**src/rtl/ring_idx_pkg.sv**
```systemverilog
package ring_idx_pkg;

  localparam int NUM_RINGS = 3;

  typedef enum logic [1:0] {
    OP_POP   = 2'd0,
    OP_FLUSH = 2'd1,
    OP_SETUP = 2'd2,
    OP_NONE  = 2'd3
  } opcode_e;

  // Strobes from control to the per-ring datapaths
  typedef struct packed {
    logic [NUM_RINGS-1:0] setupStb;
    logic [NUM_RINGS-1:0] popStb;
    logic                 clearAll;
  } ring_strobe_t;

  // Position of the highest set bit plus one; 0 for a zero input
  function automatic int unsigned bitLen(input logic [31:0] v);
    int unsigned r;
    r = 0;
    for (int i = 0; i < 32; i++) begin
      if (v[i]) r = i + 1;
    end
    return r;
  endfunction

endpackage

```
**src/rtl/ring_page_path.sv**
```systemverilog
module ring_page_path
  import ring_idx_pkg::*;
#(
  parameter int MAX_PAGES  = 4,
  parameter int PFN_W      = 20,
  parameter int PAGE_SHIFT = 12,
  parameter int IDX_W      = 32,
  parameter int EPP_LOG2   = 5,
  parameter int DESC_LOG2  = 7,
  parameter int CNT_W      = 3,
  parameter int ADDR_W     = 32,
  parameter int LOG2_W     = 6
) (
  input  logic                       clk,
  input  logic                       rst_n,
  input  logic                       clearAll,
  input  logic                       setupStb,
  input  logic                       popStb,
  input  logic [CNT_W-1:0]           setupCount,
  input  logic [MAX_PAGES*PFN_W-1:0] setupPfns,
  output logic [IDX_W-1:0]           ptr,
  output logic [IDX_W-1:0]           mask,
  output logic [ADDR_W-1:0]          slotAddr,
  output logic [LOG2_W-1:0]          setupLog2
);

  localparam int PG_W = (MAX_PAGES > 1) ? $clog2(MAX_PAGES) : 1;
  localparam logic [IDX_W-1:0] IN_PAGE_MASK = IDX_W'((64'd1 << EPP_LOG2) - 64'd1);

  logic [PFN_W-1:0]  pageTab [MAX_PAGES];
  logic [IDX_W-1:0]  ptrQ, maskQ, slot, ringSize, newMask;
  logic [PG_W-1:0]   pageSel;
  logic [LOG2_W-1:0] kVal;

  always_comb begin
    ringSize = IDX_W'(setupCount) << EPP_LOG2;
    kVal     = LOG2_W'(bitLen(32'(ringSize - 1'b1)));
    newMask  = (int'(kVal) >= IDX_W) ? '1 : ((IDX_W'(1) << kVal) - 1'b1);
    slot     = ptrQ & maskQ;
    pageSel  = PG_W'(slot >> EPP_LOG2);
    slotAddr = (ADDR_W'(pageTab[pageSel]) << PAGE_SHIFT)
             + (ADDR_W'(slot & IN_PAGE_MASK) << DESC_LOG2);
  end

  always_ff @(posedge clk or negedge rst_n) begin
    if (!rst_n) begin
      ptrQ  <= '0;
      maskQ <= '0;
      for (int i = 0; i < MAX_PAGES; i++) pageTab[i] <= '0;
    end else if (clearAll) begin
      ptrQ  <= '0;
      maskQ <= '0;
      for (int i = 0; i < MAX_PAGES; i++) pageTab[i] <= '0;
    end else if (setupStb) begin
      ptrQ  <= '0;
      maskQ <= newMask;
      for (int i = 0; i < MAX_PAGES; i++) begin
        if (i < int'(setupCount)) pageTab[i] <= setupPfns[i*PFN_W +: PFN_W];
      end
    end else if (popStb) begin
      ptrQ <= ptrQ + 1'b1;
    end
  end

  assign ptr       = ptrQ;
  assign mask      = maskQ;
  assign setupLog2 = kVal;

endmodule

```
**src/rtl/ring_idx_ctrl.sv**
```systemverilog
module ring_idx_ctrl
  import ring_idx_pkg::*;
#(
  parameter int MAX_PAGES = 4,
  parameter int IDX_W     = 32,
  parameter int CNT_W     = 3,
  parameter int ADDR_W    = 32,
  parameter int LOG2_W    = 6
) (
  input  logic                   clk,
  input  logic                   rst_n,
  input  logic                   cleanup,
  input  logic                   opValid,
  input  logic [1:0]             opCode,
  input  logic [1:0]             opRing,
  input  logic [CNT_W-1:0]       setupCount,
  input  logic [IDX_W-1:0]       hostProd,
  input  logic [IDX_W-1:0]       hostCons,
  input  logic [3:0][IDX_W-1:0]  ptrVec,
  input  logic [IDX_W-1:0]       msgMask,
  input  logic [3:0][ADDR_W-1:0] addrVec,
  input  logic [3:0][LOG2_W-1:0] log2Vec,
  output ring_strobe_t           stb,
  output logic                   rspValid,
  output logic                   rspEmpty,
  output logic                   rspSetupErr,
  output logic [ADDR_W-1:0]      rspAddr,
  output logic [IDX_W-1:0]       rspIdx,
  output logic [LOG2_W-1:0]      rspLog2
);

  opcode_e          op;
  logic             act, isPop, isSetup, blocked, countBad, popGo, setupGo, msgRoom;
  logic [IDX_W-1:0] curPtr, msgDiff, nextIdx;

  always_comb begin
    op       = opcode_e'(opCode);
    act      = opValid && (opRing != 2'd3) && (op != OP_NONE) && !cleanup;
    isPop    = act && (op == OP_POP);
    isSetup  = act && (op == OP_SETUP);
    curPtr   = ptrVec[opRing];
    msgDiff  = hostProd - hostCons;
    msgRoom  = {1'b0, msgDiff} < ({1'b0, msgMask} + 1'b1);
    case (opRing)
      2'd0:    blocked = (hostProd == curPtr);
      2'd2:    blocked = !msgRoom;
      default: blocked = 1'b0;
    endcase
    countBad = (setupCount == '0) || (int'(setupCount) > MAX_PAGES);
    popGo    = isPop && !blocked;
    setupGo  = isSetup && !countBad;
    for (int r = 0; r < NUM_RINGS; r++) begin
      stb.popStb[r]   = popGo   && (int'(opRing) == r);
      stb.setupStb[r] = setupGo && (int'(opRing) == r);
    end
    stb.clearAll = cleanup;
    if (popGo)        nextIdx = curPtr + 1'b1;
    else if (setupGo) nextIdx = '0;
    else              nextIdx = curPtr;
  end

  always_ff @(posedge clk or negedge rst_n) begin
    if (!rst_n) begin
      rspValid    <= 1'b0;
      rspEmpty    <= 1'b0;
      rspSetupErr <= 1'b0;
      rspAddr     <= '0;
      rspIdx      <= '0;
      rspLog2     <= '0;
    end else begin
      rspValid    <= act;
      rspEmpty    <= isPop && blocked;
      rspSetupErr <= isSetup && countBad;
      rspAddr     <= popGo ? addrVec[opRing] : '0;
      rspIdx      <= act ? nextIdx : '0;
      rspLog2     <= setupGo ? log2Vec[opRing] : '0;
    end
  end

endmodule

```
**src/rtl/ring_idx_mgr.sv**
```systemverilog
module ring_idx_mgr
  import ring_idx_pkg::*;
#(
  parameter int MAX_PAGES     = 4,
  parameter int PFN_W         = 20,
  parameter int PAGE_SHIFT    = 12,
  parameter int IDX_W         = 32,
  parameter int REQ_EPP_LOG2  = 5,
  parameter int REQ_DESC_LOG2 = 7,
  parameter int CMP_EPP_LOG2  = 7,
  parameter int CMP_DESC_LOG2 = 5,
  parameter int MSG_EPP_LOG2  = 5,
  parameter int MSG_DESC_LOG2 = 7,
  localparam int CNT_W  = $clog2(MAX_PAGES + 1),
  localparam int ADDR_W = PFN_W + PAGE_SHIFT,
  localparam int LOG2_W = 6
) (
  input  logic                       clk,
  input  logic                       rst_n,
  input  logic                       cleanup,
  input  logic                       opValid,
  input  logic [1:0]                 opCode,
  input  logic [1:0]                 opRing,
  input  logic [CNT_W-1:0]           setupCount,
  input  logic [MAX_PAGES*PFN_W-1:0] setupPfns,
  input  logic [IDX_W-1:0]           hostProd,
  input  logic [IDX_W-1:0]           hostCons,
  output logic                       rspValid,
  output logic                       rspEmpty,
  output logic                       rspSetupErr,
  output logic [ADDR_W-1:0]          rspAddr,
  output logic [IDX_W-1:0]           rspIdx,
  output logic [LOG2_W-1:0]          rspLog2
);

  ring_strobe_t            stb;
  logic [3:0][IDX_W-1:0]   ptrVec, maskVec;
  logic [3:0][ADDR_W-1:0]  addrVec;
  logic [3:0][LOG2_W-1:0]  log2Vec;

  for (genvar g = 0; g < NUM_RINGS; g++) begin : g_ring
    localparam int EPP  = (g == 0) ? REQ_EPP_LOG2  : (g == 1) ? CMP_EPP_LOG2  : MSG_EPP_LOG2;
    localparam int DESC = (g == 0) ? REQ_DESC_LOG2 : (g == 1) ? CMP_DESC_LOG2 : MSG_DESC_LOG2;
    ring_page_path #(
      .MAX_PAGES(MAX_PAGES), .PFN_W(PFN_W), .PAGE_SHIFT(PAGE_SHIFT), .IDX_W(IDX_W),
      .EPP_LOG2(EPP), .DESC_LOG2(DESC), .CNT_W(CNT_W), .ADDR_W(ADDR_W), .LOG2_W(LOG2_W)
    ) u_path (
      .clk(clk), .rst_n(rst_n), .clearAll(stb.clearAll),
      .setupStb(stb.setupStb[g]), .popStb(stb.popStb[g]),
      .setupCount(setupCount), .setupPfns(setupPfns),
      .ptr(ptrVec[g]), .mask(maskVec[g]), .slotAddr(addrVec[g]), .setupLog2(log2Vec[g])
    );
  end

  assign ptrVec[3]  = '0;
  assign maskVec[3] = '0;
  assign addrVec[3] = '0;
  assign log2Vec[3] = '0;

  ring_idx_ctrl #(
    .MAX_PAGES(MAX_PAGES), .IDX_W(IDX_W), .CNT_W(CNT_W), .ADDR_W(ADDR_W), .LOG2_W(LOG2_W)
  ) u_ctrl (
    .clk(clk), .rst_n(rst_n), .cleanup(cleanup), .opValid(opValid), .opCode(opCode),
    .opRing(opRing), .setupCount(setupCount), .hostProd(hostProd), .hostCons(hostCons),
    .ptrVec(ptrVec), .msgMask(maskVec[2]), .addrVec(addrVec), .log2Vec(log2Vec),
    .stb(stb), .rspValid(rspValid), .rspEmpty(rspEmpty), .rspSetupErr(rspSetupErr),
    .rspAddr(rspAddr), .rspIdx(rspIdx), .rspLog2(rspLog2)
  );

endmodule

```
**config.mk**
```make
export PLATFORM = sky130hd
export DESIGN_NAME = ring_idx_mgr
export DESIGN_NICKNAME = d
export VERILOG_FILES = /design/src/rtl/ring_idx_pkg.sv /design/src/rtl/ring_page_path.sv /design/src/rtl/ring_idx_ctrl.sv /design/src/rtl/ring_idx_mgr.sv
export SDC_FILE = /design/constraint.sdc
export NUM_CORES = 1
export LEC_CHECK = 0
export CAP_MARGIN = 20
export CORE_ASPECT_RATIO = 1.25
export CORE_MARGIN = 2
export CORE_UTILIZATION = 45
export DETAILED_ROUTE_END_ITERATION = 10
export HOLD_SLACK_MARGIN = 0.15
export PLACE_DENSITY = 0.66
export SLEW_MARGIN = 15
export SYNTH_ARGS = -nofsm -noshare
export SYNTH_HDL_FRONTEND = slang
export SYNTH_SLANG_ARGS = --single-unit
```
**constraint.sdc**
```tcl
create_clock -name clk -period 8.02 [get_ports clk]
set_clock_uncertainty 0.2 [all_clocks]
set_input_delay 1.604 -clock clk [delete_from_list [all_inputs] [get_ports clk]]
set_output_delay 1.604 -clock clk [all_outputs]
set_load 0.05 [all_outputs]
```
# [Word-level counts from Yosys, hierarchy flattened]
# Index checks and enable logic that the tools add are counted.
[op_classes] n_reduce_logical=46 addsub=13 muxes=112 n_eq_ne=7 n_bitwise=6 shifts=2 order_cmp=12
[ops] cell="32-bit 2-to-1 mux" n=18
[ops] cell="80-bit 2-to-1 mux" n=6
[ops] cell="6-bit 2-to-1 mux" n=62
[ops] cell="20-bit 2-to-1 mux" n=10
[ops] cell="32-bit by 1-bit adder with 32-bit output (second input constant)" n=4
[ops] cell="32-bit binary-select mux with 2-bit select" n=2
[ops] cell="20-bit binary-select mux with 2-bit select" n=3
[ops] cell="32-bit by 12-bit adder with 32-bit output" n=3
[ops] cell="32-bit by 1-bit adder with 33-bit output (second input constant)" n=1
[ops] cell="32-bit by 33-bit less-than comparator with 1-bit output" n=1
[ops] cell="32-bit == test" n=1
[ops] cell="1-bit by 6-bit << shifter with 32-bit output (first input constant)" n=1
[ops] cell="32-bit by 1-bit subtractor with 32-bit output (second input constant)" n=1
[ops] cell="32-bit subtractor" n=1
[ops] cell="9-bit 2-to-1 mux" n=3
[ops] cell="2-bit AND reduction" n=12
[ops] cell="1-bit logical AND" n=15
[ops] cell="7-bit bitwise AND" n=2
[ops] cell="7-bit 2-to-1 mux" n=2
[ops] cell="2-bit nonzero test" n=7
[ops] cell="6-bit binary-select mux with 2-bit select" n=1
[ops] cell="6-bit >= comparator (second input constant)" n=2
[ops] cell="10-bit by 1-bit subtractor with 11-bit output (second input constant)" n=1
[ops] cell="9-bit bitwise AND" n=1
[ops] cell="19 further kinds" n=38
[totals] register_bits=457 input_bits=155 out_inout_bits=73

# [Logic depth before layout (Yosys ltp)]
[logic_depth] depth_word=38 ltp_mapped=23 ltp_nobuf=21

# [By module]
# From an unflattened synthesis, not the netlist that was laid out.
[unflattened] cells_unflattened=2674 area_unflattened_um2=27102.2
[modules_own_cells] mod="ring_page_path (g_ring[0].u_path ...)" cells_per_inst=565 seq_area_each_um2=2977.9 area_each_um2=6069.6 n_inst=2
[modules_own_cells] mod="ring_idx_ctrl" cells_per_inst=879 seq_area_each_um2=1826.8 area_each_um2=8179.1 n_inst=1
[modules_own_cells] mod="ring_page_path (g_ring[1].u_path)" cells_per_inst=664 seq_area_each_um2=3578.4 area_each_um2=6780.3 n_inst=1
[modules_own_cells] mod="ring_idx_mgr" cells_per_inst=1 seq_area_each_um2=0.0 area_each_um2=3.8 n_inst=1

# [Least setup slack after synthesis]
# Ideal clock, no wire load.
[synth_timing] path_kind="input-to-reg" startpoint="input hostProd[0]" endpoint="register u_ctrl.rspIdx[22]" arrival_time_ns=6.398 setup_ns=0.128 path_buffers=1 cell_stages=21 slack_ns=1.295 cell_sequence="inv_1 > ha_1 > inv_1 > fa_1 > a21o_1 > a221oi_1 > a22o_1 > o31ai_1 > nor4_1 > o31ai_1 > o41a_1 > xor2_1 > ha_1 > nand4_1 > or3_1 > or2_2 > o311a_1 > o22ai_2 > buf_4 > nor3_1 > mux2_1"
[synth_between] elab_chain_cells=8 word_cells_on_any_way=9 cone_classes="add/sub: 1; order compare: 1; eq/ne: 1; mux: 3; reduce/logical: 3"
[synth_rtl] element="start: declaration" line_no="ring_idx_mgr.sv:26" source="input logic [IDX_W-1:0] hostProd,"
[synth_rtl] element="32-bit subtractor" line_no="ring_idx_ctrl.sv:42" source="msgDiff = hostProd - hostCons;"
[synth_rtl] element="32-bit by 33-bit less-than comparator with 1-bit output" line_no="ring_idx_ctrl.sv:43" source="msgRoom = {1'b0, msgDiff} < ({1'b0, msgMask} + 1'b1);"
[synth_rtl] element="1-bit logical NOT" line_no="ring_idx_ctrl.sv:46" source="2'd2: blocked = !msgRoom;"
[synth_rtl] element="1-bit case mux with 2 select lines (*)" line_no="ring_idx_ctrl.sv:44" source="case (opRing)"
[synth_rtl] element="1-bit logical NOT (*)" line_no="ring_idx_ctrl.sv:50" source="popGo = isPop && !blocked;"
[synth_rtl] element="1-bit logical AND (*)" line_no="ring_idx_ctrl.sv:50"
[synth_rtl] element="32-bit 2-to-1 mux (*)" line_no="ring_idx_ctrl.sv:57" source="if (popGo) nextIdx = curPtr + 1'b1;"
[synth_rtl] element="32-bit 2-to-1 mux (*)" line_no="ring_idx_ctrl.sv:75" source="rspIdx <= act ? nextIdx : '0;"
[synth_rtl] element="end signal: assignment" line_no="ring_idx_ctrl.sv:75"
[synth_rtl] element="end: declaration" line_no="ring_idx_ctrl.sv:28" source="output logic [IDX_W-1:0] rspIdx,"
# Every way passes the cells marked *; elsewhere a longest branch is shown, timed or not.
# A chain may end at the register's enable or synchronous reset.

# [Worst setup path in the final report]
[layout_timing] startpoint="input hostProd[0]" endpoint="register g_ring[2].u_path.ptrQ[17]"
[layout_between] elab_chain_cells=8 word_cells_on_any_way=9 cone_classes="add/sub: 1; order compare: 1; eq/ne: 1; mux: 1; reduce/logical: 5"
[layout_rtl] element="32-bit subtractor" line_no="ring_idx_ctrl.sv:42"
[layout_rtl] element="32-bit by 33-bit less-than comparator with 1-bit output" line_no="ring_idx_ctrl.sv:43"
[layout_rtl] element="1-bit logical NOT" line_no="ring_idx_ctrl.sv:46"
[layout_rtl] element="1-bit case mux with 2 select lines (*)" line_no="ring_idx_ctrl.sv:44"
[layout_rtl] element="1-bit logical NOT (*)" line_no="ring_idx_ctrl.sv:50"
[layout_rtl] element="1-bit logical AND (*)" line_no="ring_idx_ctrl.sv:50"
[layout_rtl] element="1-bit logical AND (*)" line_no="ring_idx_ctrl.sv:53" source="stb.popStb[r] = popGo && (int'(opRing) == r);"
[layout_rtl] element="3-bit nonzero test (no line) (*)"
[layout_rtl] element="end signal: assignment" line_no="ring_page_path.sv:61" source="ptrQ <= ptrQ + 1'b1;"
[layout_rtl] element="end: declaration" line_no="ring_page_path.sv:31" source="logic [IDX_W-1:0] ptrQ, maskQ, slot, ringSize, newMask;"
# Marks and branches as above.

==> insert_results.sql <==
INSERT INTO impl_metrics (metric_group, metric, value, unit) VALUES
('floorplanning', 'coreArea', '55130', 'um^2'),
('yosys', 'synth.yosys.seq_area_share', '0.4475', ''),
('layout', 'fin_area', '29820', 'um^2'),
('run_status', 'run_status', 'completed', ''),
('power_and_ir_drop', 'cellPowerDensity', '182.2', 'nW/um^2'),
('route', 'postRouteAntennaNets', '0', ''),
('clock_network', 'htree_levels', '2', ''),
('layout', 'antenna_cells', '0', ''),
('floorplanning', 'rows', '96', ''),
('placed_design', 'dpl-instance-area', '28120', 'um^2'),
('grt', 'grt_overflow_total', '0', ''),
('clock_network', 'post_cts_hold_buffer_count', '0', ''),
('layout', 'drive_gt1_frac', '0.08302', ''),
('yosys', 'edff_count_synth', '0', ''),
('worst_setup_path', 'crit_path_start_kind', 'input port', ''),
('worst_setup_path', 'critical_path_buf_inv_count', '5', ''),
('power_and_ir_drop', 'vdd_drop_max', '0.1594', 'mV'),
('sta', 'fmaxAchievable', '135.9', 'MHz'),
('clock_network', 'postCtsSetupBuffers', '0', ''),
('grt', 'antenna_found_initial', '3', ''),
('grt', 'grt_first_pass_wirelength', '130800', 'um'),
('floorplanning', 'die_x', '215.5', 'um'),
('floorplanning', 'initial_core_util', '0.4564', ''),
('placed_design', 'half_perimeter_wire_length_of_the_detailed_placement_result', '59370', 'um'),
('route', 'route.detailed.vias_per_inst', '5.991', ''),
('worst_setup_path', 'critical_path.startpoint', 'hostProd[0]', ''),
('placed_design', 'post-place-cells', '3575', ''),
('yosys', 'synth_area', '25160', 'um^2'),
('worst_setup_path', 'cp_max_fo', '67', ''),
('route', 'routed-via-count', '21940', ''),
('floorplanning', 'die-height', '268.4', 'um'),
('worst_setup_path', 'critPathRequiredTime', '8.35', 'ns'),
('worst_setup_path', 'criticalPathCategory', 'in -> reg', ''),
('worst_setup_path', 'end_kind', 'flip-flop', ''),
('sta', 'finalHoldViolations', '0', ''),
('yosys', 'synthCells', '2730', ''),
('grt', 'groute.usage.overall', '0.2948', ''),
('yosys', 'postSynthAreaPerCell', '9.217', 'um^2'),
('sta', 'rsz0062_at_grt', 'false', ''),
('placed_design', 'numPortBuffers', '221', ''),
('clock_network', 'numCtsBuffers', '48', ''),
('clock_network', 'clock_path_buffers', '3', ''),
('worst_setup_path', 'timing.rr.start', 'g_ring[2].u_path.mask[2]$_DFFE_PN0P_', ''),
('sta', 'min_period', '7.359', 'ns'),
('layout', 'synthToLayoutAreaGrowth', '18.53', '%'),
('clock_network', 'worstSkewPairLatency', '0.61', 'ns'),
('grt', 'grt_max_degree', '164', ''),
('layout', 'most_frequent_standard_cell_in_the_layout_excluding_fill_and_tap_cells', 'nand2_1', ''),
('hold_path', 'worstHoldPathType', 'reg -> reg', ''),
('yosys', 'ys.flop_type', 'dfrtp_1', ''),
('clock_network', 'cts_root_buffer', 'clkbuf_16', ''),
('placed_design', 'gp_routability_congestion', '0.9648', ''),
('route', 'totalWireLength', '85070', 'um'),
('worst_setup_path', 'slowest_library_cell_on_the_worst_path', 'a2111oi_0', ''),
('layout', 'finalCoreUtilization', '0.5410', ''),
('layout', 'final_cell_mix', 'nand2_1, dfrtp_1, o21ai_0', ''),
('sta', 'pin_slew_with_the_least_headroom_to_its_limit', '1.135', 'ns'),
('worst_setup_path', 'worst_path_dominant_cell_family', 'compound AO/OA/AOI/OAI gates', ''),
('worst_setup_path', 'critical_path.cell_chain', 'clkdlybuf4s50_1 -> inv_1 -> ha_1 -> inv_1 -> fa_1 -> a21o_1 -> a221oi_1 -> a22o_1 -> o31ai_1 -> nor4_1 -> o311ai_0 -> a31oi_1 -> xnor2_1 -> ha_1 -> a21o_1 -> a211oi_1 -> o21ai_0 -> a2111oi_0 -> o311a_1 -> o22ai_4 -> buf_12 -> buf_12 -> or4_1 -> nand2_1', ''),
('sta', 'timing.setup.tns', '0', 'ns'),
('yosys', 'synth.lib_cells_used.distinct', '78', ''),
('clock_network', 'tritoncts', 'built', ''),
('clock_network', 'post_cts_resized', '0', ''),
('layout', 'layout.cells.non_filler', '3662', ''),
('sta', 'slew_limit_fails', '0', ''),
('clock_network', 'clk_pin_slew', '0.06', 'ns'),
('yosys', 'async_flop_share', '1.000', ''),
('floorplanning', 'fp.dieArea', '57840', 'um^2'),
('worst_setup_path', 'timing.critical_path.slowest_cell_delay', '0.52', 'ns'),
('route', 'route.detailed.drc', '0', ''),
('job', 'max_cap_violations', '0', '');
[cells by family (layout without fill, tap and decap cells)]
group | Yosys count | after routing | share of synthesized area
simple gates | 1115 | 1115 | 0.2155
compound gates | 650 | 650 | 0.1533
flops | 450 | 450 | 0.4475
buf+inv | 235 | 422 | 0.03948
mux | 123 | 123 | 0.07916
xor+xnor | 84 | 84 | 0.02924
fa+ha+maj | 71 | 71 | 0.03560
other cells | 2 | 12 | 0.0002985
[synthesized netlist by cell type (all sizes together), types with 9 or more instances]
library cell    n  area [um^2]
a31oi          10        62.56
clkbuf        139        521.8
buf            38        254.0
nor2          126        473.0
a2bb2oi        13        138.9
nor4           15        115.1
nand3          87        435.4
mux2i          55        550.5
or3            57        366.6
o2bb2ai         9        78.83
nand4          45        287.8
o31ai          13        97.59
and3           37        231.5
inv            58        217.7
a21oi         209         1046
a21o           26        195.2
o211ai         43        322.8
nand2b         78        488.0
xnor2          37        324.1
nor3           32        175.2
xor2           47        411.6
ha             70        875.8
mux4           60         1351
o21ai         246         1231
and2           33        206.5
and4           14        122.6
or4            50        375.4
dfrtp         450        11260
nand2         512         1922
[tightest hold or removal path: cells and delay by family, from the launching register on]
family          cells  cell delay (ns)
simple gates        1             0.04
flops               1             0.34
compound gates      1             0.06
[flip-flops by register name (all words and copies together), names as in the netlist, 5 cells and up]
register / flops
g_ring.u_path.pageTab: 240
g_ring.u_path.ptr: 96
g_ring.u_path.mask: 47
u_ctrl.rspIdx: 32
u_ctrl.rspAddr: 27
u_ctrl.rspLog2: 5
[metrics by stage]
| stage | power [W] | worst slack [ns] | hold slack, ns |
|---|---|---|---|
| floorplan | 0.002786 | 1.295 | 0.2446 |
| global placement | 0.003060 | 0.3313 | 0.2571 |
| detailed placement | 0.003079 | 0.1377 | 0.2654 |
| CTS | 0.005459 | 0.7395 | 0.2789 |
| global route | 0.005623 | 0.1446 | 0.2922 |
| finish | 0.005433 | 0.6609 | 0.2763 |
[area by class of cell]
type	count	area (um^2)
Timing Repair Buffer	278	2689
Inverter	58	217.7
Clock buffer	64	1351
Fill cell	4929	25310
Multi-Input combinational cell	2055	13040
Clock inverter	22	345.3
Sequential cell	450	11260
Tap cell	735	919.6
[per-layer routing]
| metal | GRT usage | vias up | wire [um] |
|---|---|---|---|
| met5 | 0 | - | 11 |
| met4 | 0.1204 | 2 | 3660 |
| met3 | 0.04063 | 205 | 5761 |
| met2 | 0.5189 | 897 | 42610 |
| met1 | 0.3660 | 10800 | 33030 |
| li1 | - | 10040 | - |
[worst paths after layout]
path / endpoint / slack, ns / cells after the start
max: g_ring[2].u_path.ptr[17]$_DFFE_PN0P_ / 0.66 / 24
min: g_ring[2].u_path.pageTab[45]$_DFFE_PN0P_ / 0.28 / 2
max reg2reg: g_ring[2].u_path.ptr[17]$_DFFE_PN0P_ / 2.56 / 19
min reg2reg: g_ring[2].u_path.pageTab[45]$_DFFE_PN0P_ / 0.28 / 2
max in group asynchronous: u_ctrl.rspAddr[19]$_DFF_PN0_ / 5.33 / 2
min in group asynchronous: g_ring[0].u_path.ptr[23]$_DFFE_PN0P_ / 0.88 / 1
[where the power goes]
group / switching (W) / total, W / internal [W]
clock network: 0.000975 / 0.00239 / 0.00142
logic: 0.000414 / 0.000666 / 0.000252
registers: 0.0000379 / 0.00238 / 0.00234
Note: power is estimated with default switching activity, not from simulation.
